`src/rtl/xlate_pkg.sv`:
```
package xlate_pkg;

    typedef enum logic [1:0] {
        S_IDLE,
        S_BLOCK,
        S_WALK,
        S_FAULT
    } xl_state_e;

    localparam int VW  = 8;
    localparam int STW = 32;

    localparam logic [1:0] RES_FAIL = 2'd0;
    localparam logic [1:0] RES_RO   = 2'd1;
    localparam logic [1:0] RES_RW   = 2'd2;

    localparam logic [VW-1:0] VEC_DSI      = 8'h03;
    localparam logic [VW-1:0] VEC_ISI      = 8'h04;
    localparam logic [VW-1:0] VEC_SW_FETCH = 8'h10;
    localparam logic [VW-1:0] VEC_SW_LOAD  = 8'h11;
    localparam logic [VW-1:0] VEC_SW_STORE = 8'h12;

    localparam logic [STW-1:0] ST_NOTFOUND = 32'h4000_0000;
    localparam logic [STW-1:0] ST_PROT     = 32'h0800_0000;
    localparam logic [STW-1:0] ST_STORE    = 32'h0200_0000;

    // a read-only grant turns into a failure for a store
    function automatic logic [1:0] limit_write(input logic [1:0] g, input logic wr);
        return (wr && g == RES_RO) ? RES_FAIL : g;
    endfunction

    // block-range permission to grant code
    function automatic logic [1:0] range_grant(input logic [1:0] perm);
        unique case (perm)
            2'd0:    return RES_FAIL;
            2'd1:    return RES_RO;
            default: return RES_RW;
        endcase
    endfunction

endpackage

```
`src/rtl/xlate_prot.sv`:
```
module xlate_prot
    import xlate_pkg::*;
(
    input  logic       fetch,
    input  logic       write,
    input  logic       user,
    input  logic       noexec,
    input  logic       key_user,
    input  logic       key_sup,
    input  logic       guard,
    input  logic [1:0] pp,
    output logic [1:0] grant
);

    logic       key;
    logic [1:0] raw;

    always_comb begin
        key = user ? key_user : key_sup;
        if (key) begin
            unique case (pp)
                2'd0:    raw = RES_FAIL;
                2'd2:    raw = RES_RW;
                default: raw = RES_RO;
            endcase
        end else begin
            raw = (pp == 2'd3) ? RES_RO : RES_RW;
        end
        if (fetch && (noexec || guard)) begin
            grant = RES_FAIL;
        end else begin
            grant = limit_write(raw, write);
        end
    end

endmodule

```
`src/rtl/xlate_fault.sv`:
```
module xlate_fault
    import xlate_pkg::*;
#(
    parameter int AW = 32
) (
    input  logic           clk,
    input  logic           rst_n,
    input  logic           fire,
    input  logic           sw_style,
    input  logic           fetch,
    input  logic           write,
    input  logic           matched,
    input  logic [AW-1:0]  addr,
    output logic           exc_valid,
    output logic [VW-1:0]  exc_vector,
    output logic [AW-1:0]  miss_iaddr,
    output logic [AW-1:0]  miss_daddr,
    output logic           tgpr,
    output logic [AW-1:0]  fault_addr,
    output logic [STW-1:0] fault_status
);

    logic [STW-1:0] cause;

    always_comb begin
        cause = matched ? ST_PROT : ST_NOTFOUND;
        if (write) begin
            cause = cause | ST_STORE;
        end
    end

    always_ff @(posedge clk or negedge rst_n) begin
        if (!rst_n) begin
            exc_valid    <= 1'b0;
            exc_vector   <= '0;
            miss_iaddr   <= '0;
            miss_daddr   <= '0;
            tgpr         <= 1'b0;
            fault_addr   <= '0;
            fault_status <= '0;
        end else begin
            exc_valid <= 1'b0;
            if (fire) begin
                exc_valid <= 1'b1;
                if (sw_style) begin
                    tgpr <= 1'b1;
                    if (fetch) begin
                        miss_iaddr <= addr;
                        exc_vector <= VEC_SW_FETCH;
                    end else begin
                        miss_daddr <= addr;
                        exc_vector <= write ? VEC_SW_STORE : VEC_SW_LOAD;
                    end
                end else begin
                    if (fetch) begin
                        exc_vector <= VEC_ISI;
                    end else begin
                        exc_vector   <= VEC_DSI;
                        fault_addr   <= addr;
                        fault_status <= cause;
                    end
                end
            end
        end
    end

endmodule

```
`src/rtl/xlate_ctrl.sv`:
```
module xlate_ctrl
    import xlate_pkg::*;
#(
    parameter int AW     = 32,
    parameter int PG_OFF = 12
) (
    input  logic                 clk,
    input  logic                 rst_n,
    input  logic                 req_valid,
    input  logic [AW-1:0]        req_addr,
    input  logic                 req_fetch,
    input  logic                 req_write,
    input  logic                 req_quiet,
    input  logic                 ms_ir,
    input  logic                 ms_dr,
    input  logic                 ms_user,
    input  logic                 seg_noexec,
    input  logic                 seg_key_user,
    input  logic                 seg_key_sup,
    input  logic                 sw_reload,
    output logic                 blk_req,
    output logic [AW-1:0]        blk_addr,
    output logic                 blk_fetch,
    output logic                 blk_user,
    input  logic                 blk_rsp_valid,
    input  logic                 blk_rsp_hit,
    input  logic [1:0]           blk_rsp_perm,
    input  logic [AW-1:0]        blk_rsp_phys,
    output logic                 walk_req,
    output logic [AW-1:0]        walk_addr,
    output logic                 walk_fetch,
    input  logic                 walk_rsp_valid,
    input  logic                 walk_rsp_found,
    input  logic [AW-PG_OFF-1:0] walk_rsp_rpn,
    input  logic                 walk_rsp_guard,
    input  logic [1:0]           walk_rsp_pp,
    output logic                 done,
    output logic [1:0]           res_code,
    output logic [AW-1:0]        phys_addr,
    output logic                 exc_valid,
    output logic [VW-1:0]        exc_vector,
    output logic [AW-1:0]        miss_iaddr,
    output logic [AW-1:0]        miss_daddr,
    output logic                 tgpr,
    output logic [AW-1:0]        fault_addr,
    output logic [STW-1:0]       fault_status
);

    localparam int RPN_W = AW - PG_OFF;

    xl_state_e state, nxt;

    logic [AW-1:0] q_addr;
    logic          q_fetch, q_write, q_quiet, q_user;
    logic          q_noexec, q_kuser, q_ksup, q_sw, q_matched;

    logic          accept;
    logic          reloc_now;
    logic [1:0]    blk_grant;
    logic [1:0]    page_grant;
    logic          fault_fire;

    assign accept     = (state == S_IDLE) && req_valid;
    assign reloc_now  = req_fetch ? ms_ir : ms_dr;
    assign blk_grant  = limit_write(range_grant(blk_rsp_perm), q_write);
    assign fault_fire = (state == S_FAULT) && !q_quiet;

    assign blk_req    = (state == S_BLOCK);
    assign blk_addr   = q_addr;
    assign blk_fetch  = q_fetch;
    assign blk_user   = q_user;
    assign walk_req   = (state == S_WALK);
    assign walk_addr  = q_addr;
    assign walk_fetch = q_fetch;

    xlate_prot u_prot (
        .fetch    (q_fetch),
        .write    (q_write),
        .user     (q_user),
        .noexec   (q_noexec),
        .key_user (q_kuser),
        .key_sup  (q_ksup),
        .guard    (walk_rsp_guard),
        .pp       (walk_rsp_pp),
        .grant    (page_grant)
    );

    xlate_fault #(.AW(AW)) u_fault (
        .clk          (clk),
        .rst_n        (rst_n),
        .fire         (fault_fire),
        .sw_style     (q_sw),
        .fetch        (q_fetch),
        .write        (q_write),
        .matched      (q_matched),
        .addr         (q_addr),
        .exc_valid    (exc_valid),
        .exc_vector   (exc_vector),
        .miss_iaddr   (miss_iaddr),
        .miss_daddr   (miss_daddr),
        .tgpr         (tgpr),
        .fault_addr   (fault_addr),
        .fault_status (fault_status)
    );

    // state register
    always_ff @(posedge clk or negedge rst_n) begin
        if (!rst_n) begin
            state <= S_IDLE;
        end else begin
            state <= nxt;
        end
    end

    // transitions
    always_comb begin
        nxt = state;
        unique case (state)
            S_IDLE: begin
                if (req_valid && reloc_now) begin
                    nxt = S_BLOCK;
                end
            end
            S_BLOCK: begin
                if (blk_rsp_valid) begin
                    if (!blk_rsp_hit) begin
                        nxt = S_WALK;
                    end else if (blk_grant == RES_FAIL) begin
                        nxt = S_FAULT;
                    end else begin
                        nxt = S_IDLE;
                    end
                end
            end
            S_WALK: begin
                if (walk_rsp_valid) begin
                    if (walk_rsp_found && page_grant != RES_FAIL) begin
                        nxt = S_IDLE;
                    end else begin
                        nxt = S_FAULT;
                    end
                end
            end
            S_FAULT: begin
                nxt = S_IDLE;
            end
        endcase
    end

    // outputs and request context
    always_ff @(posedge clk or negedge rst_n) begin
        if (!rst_n) begin
            done      <= 1'b0;
            res_code  <= RES_FAIL;
            phys_addr <= '0;
            q_addr    <= '0;
            q_fetch   <= 1'b0;
            q_write   <= 1'b0;
            q_quiet   <= 1'b0;
            q_user    <= 1'b0;
            q_noexec  <= 1'b0;
            q_kuser   <= 1'b0;
            q_ksup    <= 1'b0;
            q_sw      <= 1'b0;
            q_matched <= 1'b0;
        end else begin
            done <= 1'b0;
            unique case (state)
                S_IDLE: begin
                    if (accept) begin
                        q_addr    <= req_addr;
                        q_fetch   <= req_fetch;
                        q_write   <= req_write;
                        q_quiet   <= req_quiet;
                        q_user    <= ms_user;
                        q_noexec  <= seg_noexec;
                        q_kuser   <= seg_key_user;
                        q_ksup    <= seg_key_sup;
                        q_sw      <= sw_reload;
                        q_matched <= 1'b0;
                        if (!reloc_now) begin
                            done      <= 1'b1;
                            res_code  <= RES_RW;
                            phys_addr <= req_addr;
                        end
                    end
                end
                S_BLOCK: begin
                    if (blk_rsp_valid && blk_rsp_hit) begin
                        q_matched <= 1'b1;
                        if (blk_grant != RES_FAIL) begin
                            done      <= 1'b1;
                            res_code  <= blk_grant;
                            phys_addr <= blk_rsp_phys;
                        end
                    end
                end
                S_WALK: begin
                    if (walk_rsp_valid) begin
                        q_matched <= walk_rsp_found;
                        if (walk_rsp_found && page_grant != RES_FAIL) begin
                            done      <= 1'b1;
                            res_code  <= page_grant;
                            phys_addr <= {walk_rsp_rpn[RPN_W-1:0], q_addr[PG_OFF-1:0]};
                        end
                    end
                end
                S_FAULT: begin
                    done      <= 1'b1;
                    res_code  <= RES_FAIL;
                    phys_addr <= '0;
                end
            endcase
        end
    end

endmodule

```
`config.mk`:
```
export PLATFORM = sky130hd
export DESIGN_NAME = xlate_ctrl
export DESIGN_NICKNAME = d
export VERILOG_FILES = /design/src/rtl/xlate_pkg.sv /design/src/rtl/xlate_prot.sv /design/src/rtl/xlate_fault.sv /design/src/rtl/xlate_ctrl.sv
export SDC_FILE = /design/constraint.sdc
export NUM_CORES = 1
export LEC_CHECK = 0
export ABC_AREA = 1
export BUFFER_PORTS_ARGS = -buffer_cell sky130_fd_sc_hd__buf_2
export CAP_MARGIN = 15
export CORE_AREA = 2 2 133 135
export DETAILED_ROUTE_END_ITERATION = 6
export DIE_AREA = 0 0 135 137
export GPL_TIMING_DRIVEN = 0
export PLACE_DENSITY = 0.81
export SETUP_SLACK_MARGIN = 0.05
export SLEW_MARGIN = 20
export SYNTH_ARGS = -nofsm -noshare
export SYNTH_HDL_FRONTEND = slang
export SYNTH_SLANG_ARGS = --single-unit
```
`constraint.sdc`:
```
create_clock -name clk -period 2.56 [get_ports clk]
set_input_delay 0.384 -clock clk [delete_from_list [all_inputs] [get_ports clk]]
set_output_delay 0.384 -clock clk [all_outputs]
set_load 0.1 [all_outputs]
```
; Word level (Yosys, flattened, before mapping)
; Index checks and enable logic that the tools add are counted.
[op_classes]
add_sub_neg = 0
n_mul = 0
div_mod_pow = 0
order_cmp = 0
eq_ne = 16
shifts = 0
mux = 48
bitwise = 2
n_reduce_logical = 25
[ops]
columns = operator, count
row1 = two-way mux 32 bit, 6
row2 = one-hot mux 32 bit (4 select lines), 1
row3 = two-way mux 2 bit, 18
row4 = two-way mux 31 bit, 1
row5 = two-way mux 26 bit, 1
row6 = two-way mux 8 bit, 2
row7 = one-hot mux 2 bit (4 select lines), 2
row8 = two-way mux 1 bit, 12
row9 = != test 2 x 1 -> 1 bit (second input constant), 6
row10 = AND reduction 3 bit, 4
row11 = == test 2 x 1 -> 1 bit (second input constant), 4
row12 = == test 2 bit (second input constant), 4
row13 = logical AND 1 bit, 8
row14 = zero test 2 bit, 4
row15 = one-hot mux 2 bit (2 select lines), 2
row16 = AND reduction 6 bit, 1
row17 = != test 2 bit (second input constant), 2
row18 = one-hot mux 1 bit (4 select lines), 1
row19 = AND reduction 2 bit, 2
row20 = AND reduction 4 bit, 1
row21 = nonzero test 2 bit, 2
row22 = two-way mux 3 bit, 1
row23 = one-hot mux 1 bit (3 select lines), 1
row24 = nonzero test 3 bit, 1
row25 = 3 further kinds, 4
[totals]
register_bits = 215
latch_bits = 0
ramBits = 0
romBits = 0
input_bits = 106
output_inout_bits = 242
word_cells = 112
memories = 0

; Depth between registers and ports, before layout
; Gate-level depths: netlist (run 1).
[logic_depth]
depth_word = 12
mapped_depth = 11
depth_no_buf = 10

; Modules after synthesis
; Synthesis (run 1) repeated with hierarchy kept, for this count alone.
[unflattened]
hier_cells = 1122
hier_area_um2 = 8948.6
[by_module_without_submodules]
columns = mod, instances, cells_per_inst, area_each_um2, seq_area_each_um2
row1 = xlate_ctrl, 1, 618, 4513.1, 1951.9
row2 = xlate_fault, 1, 490, 4366.7, 2627.5
row3 = xlate_prot, 1, 14, 68.8, 0.0

; Worst setup path after synthesis (run 1)
; No wires, ideal clock.
[synth_path]
path_kind = reg-to-reg
startpoint = register state[1]
endpoint = register phys_addr[0]
setup_ns = 0.067
arrival_time_ns = 2.308
required_ns = 2.493
setup_slack_ns = 0.185
path_stages_with_launch = 11
path_buffers = 2
period_less_slack_ns = 2.375
path_cell_list = dfrtp_1 > inv_1 > ha_1 > buf_2 > inv_2 > nor2_1 > nor3_4 > nand2_4 > buf_6 > nand2_1 > nand2_1
[synth_via]
elab_cells_between_ends = 13
classes_between = eq/ne: 9 / mux: 1 / reduce/logical: 3
[synth_lines]
columns = item, line
row1 = start: declaration, xlate_ctrl.sv:51  ; xl_state_e state, nxt;
row2 = start signal: assignment, xlate_ctrl.sv:111  ; state <= nxt;
row3 = == test 2 x 1 -> 1 bit (*), -
row4 = net blk_req, xlate_ctrl.sv:21  ; output logic blk_req,
row5 = != test 2 x 1 -> 1 bit (no source line), -
row6 = AND reduction 6 bit (no source line), -
row7 = end signal: assignment, xlate_ctrl.sv:184  ; phys_addr <= req_addr;
row8 = end signal: assignment, xlate_ctrl.sv:194  ; phys_addr <= blk_rsp_phys;
row9 = end signal: assignment, xlate_ctrl.sv:204  ; phys_addr <= {walk_rsp_rpn[RPN_W-1:0], q_addr[PG_OFF-1:0]};
row10 = end: declaration, xlate_ctrl.sv:39  ; output logic [AW-1:0] phys_addr,
; Mark *: on every way through the listed nets, which the timed path passes. The rest lies on a longest branch.
; A chain may end at the register's enable or synchronous reset.

; Worst setup path in the final report (run 1)
[layout_path]
startpoint = register state[1]
endpoint = register phys_addr[23]
[layout_via]
elab_chain_cells = 4
elab_cells_between_ends = 13
classes_between = eq/ne: 9 / mux: 1 / reduce/logical: 3
[layout_rtl]
columns = item, line
row1 = zero test 2 bit, "xlate_ctrl.sv:63, xlate_ctrl.sv:168"
row2 = logical AND 1 bit, xlate_ctrl.sv:63  ; assign accept = (state == S_IDLE) && req_valid;
row3 = != test 2 bit (no source line), -
row4 = AND reduction 6 bit (no source line), -
; Several ways; a longest one is shown, not always the timed one.

==> results of run 1 <==
## cells in the mapped netlist (all sizes together)
cell type / n / area [um^2]
clkbuf: 31 / 116.4
nor3: 2 / 21.27
nand2: 285 / 1082
nand4: 1 / 6.260
or2: 1 / 6.260
conb: 1 / 3.750
dfrtp: 183 / 4579
o211ai: 1 / 12.51
a21oi: 10 / 50.05
a21boi: 1 / 7.510
a22o: 20 / 175.2
nor2: 17 / 81.33
o21ai: 185 / 925.9
ha: 4 / 50.05
inv: 84 / 315.3
mux2: 3 / 33.78
buf: 87 / 623.1
nand3: 38 / 190.2
## sequential cells by signal (all words and copies together) (netlist names)
signal and count:
u_fault.tgpr 1, q_quiet 1, q_matched 1, blk_fetch 1, blk_addr 32, q_sw 1, u_fault.fault_status 3, done 1
u_fault.miss_iaddr 32, u_fault.fault_addr 32, phys_addr 32, blk_user 1, q_noexec 1, res_code 2, u_fault.miss_daddr 32, q_ksup 1
u_fault.exc_vector 4, u_fault.exc_valid 1, q_kuser 1, state 2, q_write 1
## per-layer routing
| layer | share of wire | up-vias |
|---|---|---|
| met3 | 0.067 | 36 |
| met4 | 0.019 | 0 |
| met2 | 0.49 | 342 |
| met5 | 0 | - |
| met1 | 0.42 | 3705 |
| li1 | - | 3699 |
## stage by stage
step,cell area (um^2),util
after floorplan,8401,-
after global placement,10250,0.6012
after detailed placement,10320,0.6050
after CTS,10920,0.6400
after global routing,10920,0.6403
final,10920,0.6403
## worst max path at each step
stage,startpoint,endpoint,depth (start not counted)
3_3_place_gp,rst_n,u_fault.miss_daddr[13]$_DFFE_PN0P_,1
3_5_place_dp,state[1]$_DFFE_PN0P_,phys_addr[23]$_DFFE_PN0P_,10
6_report,state[1]$_DFFE_PN0P_,phys_addr[23]$_DFFE_PN0P_,10
2_1_floorplan,state[1]$_DFFE_PN0P_,phys_addr[0]$_DFFE_PN0P_,10
4_1_cts,state[1]$_DFFE_PN0P_,u_fault.miss_iaddr[3]$_DFFE_PN0P_,8
5_1_grt,state[1]$_DFFE_PN0P_,phys_addr[4]$_DFFE_PN0P_,10
## logic make-up after synthesis
| group | share of synthesized area |
|---|---|
| adders and majority gates | 0.006044 |
| other | 0.0004529 |
| DFF | 0.5530 |
| and+or+nand+nor | 0.1676 |
| AOI/OAI and AO/OA | 0.1414 |
| muxes | 0.004079 |
| buffers and inverters | 0.1274 |
## critical path: cells and delay by family, from the launching register on
family	cells	cell delay (ns)
adder cells (fa/ha/maj)	1	0.19
buffers and inverters	4	0.55
flip-flops	1	0.39
AND/OR/NAND/NOR	5	0.83
## cell type report
type,instances,share of cell area
plain buffers,118,0.06771
flip-flops and latches,183,0.4193
diodes,2,0.0004582
multi-input cells,601,0.2533
clock buffers,18,0.03929
well taps,225,0.02578
repair buffers,317,0.1508
clock inverters,14,0.01455
inverters,84,0.02887
==> results_dict.tcl, run 1 <==
set metrics [dict create \
    status "finished, final reports clean" \
    hold_viol_final 0 \
    min_period_ns 2.069 \
    rsz0062_at_grt "no" \
    end_kind "flop" \
    postSynthCellCount 954 \
    root_buffer "clkbuf_16" \
    portBuffers 314 \
    drive_gt1_frac 0.3356 \
    clock_sinks 183 \
    hold_buffers 1 \
    critPathLaunchType "flop" \
    cts_tree "built" \
    clock.fmax_ghz 0.4833 \
    dp_slack_ns 0.4889 \
    cts_resized 0 \
    grt_pass1_vias 7147 \
    mostFrequentLayoutCells "buf_2, nand2_1, dfrtp_1" \
    area_growth_pct 31.90 \
    core_mm2 0.01706 \
    htreeDepth 4 \
    crit_top_cell "nand2_1" \
    grt_max_degree 76 \
    cp_max_fo 10 \
    clk_path_buf_depth 2 \
    multi_input_area_mm2 0.002766 \
    io_pins 348 \
    die_h_um 137 \
    hpwl_mm 20.28 \
    placed_cells 1527 \
    overflow 0 \
    worstReg2RegEnd "phys_addr[23]$_DFFE_PN0P_" \
    ys_ff_latch 183 \
    min_from "seg_noexec" \
    remaining_drc_errors 0 \
    ys_seq_area_frac 0.5530 \
    worst-r2r-cell-count 10 \
    worst_hold_slack_ns 0.1850 \
    finalClockSkew_ns 0.01460 \
    stdcell_count 1562 \
    postCtsSetupBuffers 0 \
    grt_usage 0.2750 \
    path_clk_slew_ns 0.07 \
    top_usage_layer "met2" \
    hp-class "input port to flop" \
    drt-vias-per-instance 4.982 \
    seq_area_mm2 0.004579 \
    slew_headroom 0.5593 \
    fin_crit_sh 0.8082 \
    routed_wl_mm 26.00 \
    clk_latency_ns 0.43 \
    vias 7782 \
    cp_slowest_stage_delay_ns 0.46 \
    drt-initial-drc-count 554 \
    hold_depth 2 \
    met1_usage 0.3700 \
    final_common_cell "buf_2" \
    arrival_ns 2.39 \
    ant_nets 0 \
    floorplan.die_area_mm2 0.01850 \
    reg2reg_from "state[1]$_DFFE_PN0P_" \
    slew_violations 0 \
    setup_viol 0 \
    ys_types 28 \
    avgSynthCellArea_um2 8.680 \
    place_congestion 0.9363 \
    critical_path_class "flop to flop" \
    fillers 1485 \
    grt_pass1_wl_mm 38.85 \
    antenna_found_initial 2 \
    worstMarginPinSlew_ns 0.6610 \
    holdPathEnd "q_noexec$_DFFE_PN0P_" \
    start_util 0.4855 \
    fp.dieW_um 135 \
    required_ns 2.88 \
    cp_slowest_cell "nor3_4" \
    synth_area_mm2 0.008280 \
    fin_tns_setup_ns 0 \
    fin_nets 1432 \
    cap_violations 0 \
    crit_chain "inv_1 -> ha_1 -> buf_2 -> inv_2 -> nor2_1 -> nor3_4 -> nand2_4 -> buf_6 -> nand2_1 -> nand2_1" \
    wl_per_cell_um 16.65 \
    rrSetupSlack_ns 0.49 \
    use_met2 0.4509 \
    dr.pass1.iters 5 \
    row_count 48 \
    met3_usage 0.05407 \
    cts_buffers 17 \
    setup_slack_ns 0.4910 \
    ys_warn_count 0 \
]
Power of run 1 is not shown: default switching activity piles up to over one toggle a cycle in this logic, so the estimate is an artifact.
==> run 2: changes to the inputs <==
CORE_AREA = not set   (was 2 2 133 135)
CORE_MARGIN = 2   (was not set)
CORE_UTILIZATION = 48   (was not set)
DIE_AREA = not set   (was 0 0 135 137)
PLACE_DENSITY = 0.8   (was 0.81)
clock period = 2.15 ns   (was 2.56 ns; I/O delays follow)
==> run 2 against run 1 <==
- clock skew down 0.0032 ns
- die area shrank 0.96%
- design area rose by 0.80%
- critical path type unchanged
- first-iteration DRC count grew 0.54%
- sequential share of layout area decreased by 0.33 points
- non-clock buffer count rose by 2
- wire length fell by 0.45%
==> results_dict.tcl, run 2 (synthesis gave the netlist of run 1 again) <==
set metrics [dict create \
    area_growth_pct 32.96 \
    min_from "req_quiet" \
    clk_path_buf_depth 2 \
    worstReg2RegEnd "u_fault.miss_daddr[16]$_DFFE_PN0P_" \
    reg2reg_from "state[1]$_DFFE_PN0P_" \
    setup_slack_ns 0.1636 \
    mostFrequentLayoutCells "buf_2, nand2_1, dfrtp_1" \
    worstMarginPinSlew_ns 0.5205 \
    grt_pass1_vias 7394 \
    cts_buffers 17 \
    hold_viol_final 0 \
    slew_headroom 0.6554 \
    finalClockSkew_ns 0.01141 \
    clk_latency_ns 0.42 \
    htreeDepth 4 \
    cap_violations 0 \
    required_ns 2.45 \
    row_count 48 \
    drt-initial-drc-count 557 \
    clock.fmax_ghz 0.5034 \
    drive_gt1_frac 0.3545 \
    end_kind "flop" \
    grt_usage 0.2800 \
    cp_max_fo 10 \
    antenna_found_initial 1 \
    cp_slowest_cell "dfrtp_1" \
    holdPathEnd "q_quiet$_DFFE_PN0P_" \
    clock_sinks 183 \
    hpwl_mm 19.97 \
    dp_slack_ns 0.07492 \
    portBuffers 314 \
    dr.pass1.iters 5 \
    fin_tns_setup_ns 0 \
    vias 7845 \
    die_h_um 135.3 \
    rsz0062_at_grt "no" \
    remaining_drc_errors 0 \
    floorplan.die_area_mm2 0.01832 \
    wl_per_cell_um 16.55 \
    path_clk_slew_ns 0.08 \
    worst_hold_slack_ns 0.1447 \
    routed_wl_mm 25.88 \
    fin_crit_sh 0.9239 \
    grt_pass1_wl_mm 39.32 \
    status "finished, final reports clean" \
    critPathLaunchType "flop" \
    fp.dieW_um 135.3 \
    core_mm2 0.01706 \
    overflow 0 \
    start_util 0.4855 \
    cp_slowest_stage_delay_ns 0.40 \
    final_common_cell "buf_2" \
    slew_violations 0 \
    fillers 1503 \
    rrSetupSlack_ns 0.16 \
    min_period_ns 1.986 \
    io_pins 348 \
    drt-vias-per-instance 5.016 \
    hp-class "input port to flop" \
    setup_viol 0 \
    grt_max_degree 87 \
    place_congestion 0.9182 \
    hold_depth 2 \
    arrival_ns 2.29 \
    worst-r2r-cell-count 9 \
    root_buffer "clkbuf_16" \
    crit_chain "ha_1 -> inv_1 -> nor2_4 -> inv_2 -> nor2_4 -> nand2_1 -> clkbuf_2 -> nand2_1 -> o21ai_0" \
    cts_tree "built" \
    ant_nets 0 \
    fin_nets 1434 \
    critical_path_class "flop to flop" \
]
run 2: final cells by class:
| type | instances | area [um^2] | share of cell area |
|---|---|---|---|
| antenna | 2 | 5.005 | 0.0004546 |
| sequential | 183 | 4579 | 0.4160 |
| inverter | 84 | 315.3 | 0.02864 |
| multi-input combinational | 601 | 2771 | 0.2517 |
| buffer | 118 | 765.7 | 0.06955 |
| tap | 225 | 281.5 | 0.02557 |
| timing repair buffer | 319 | 1674 | 0.1521 |
| clock inverter | 15 | 191.4 | 0.01739 |
| clock buffer | 17 | 425.4 | 0.03864 |
run 2: repair_timing:
| action | in CTS | in global routing |
|---|---|---|
| pin swaps | 1 | 1 |
| endpoints found under the hold margin | 38 | 0 |
| cloned | 0 | 0 |
| buffers inserted | 2 | 0 |
| resized for setup | 0 | 39 |
| endpoints found under the setup margin | 1 | 88 |
| hold buffers | 1 | 0 |
run 2: through the flow:
stage | instances | util | area, um^2
detailed placement | 1527 | 0.6053 | 10320
global route | 1563 | 0.6453 | 11010
floorplan | 986 | - | 8406
global placement | 1525 | 0.6015 | 10260
CTS | 1562 | 0.6436 | 10980
finish | 1564 | 0.6455 | 11010
run 2: critical path, delay by kind of cell (launching register included):
kind	cells	cell delay [ns]
adders and majority gates	1	0.22
buffers and inverters	3	0.48
DFF	1	0.40
AOI/OAI and AO/OA	1	0.09
and+or+nand+nor	4	0.65
run 2: worst max path at each step:
stage	from	endpoint
finish	state[1]$_DFFE_PN0P_	u_fault.miss_daddr[16]$_DFFE_PN0P_
global route	state[1]$_DFFE_PN0P_	u_fault.miss_iaddr[3]$_DFFE_PN0P_
CTS	state[1]$_DFFE_PN0P_	u_fault.miss_daddr[16]$_DFFE_PN0P_
detailed placement	state[1]$_DFFE_PN0P_	res_code[0]$_DFFE_PN0P_
global placement	rst_n	u_fault.miss_daddr[14]$_DFFE_PN0P_
floorplan	state[1]$_DFFE_PN0P_	phys_addr[0]$_DFFE_PN0P_
run 2: layer usage:
| layer | GRT usage | share of wire | vias to the layer above |
|---|---|---|---|
| li1 | - | - | 3702 |
| met1 | 0.3648 | 0.41 | 3722 |
| met2 | 0.4647 | 0.49 | 371 |
| met3 | 0.05462 | 0.073 | 50 |
| met4 | 0.1082 | 0.029 | 0 |
| met5 | 0 | 0 | - |
Power of run 2 is left out for the same reason.
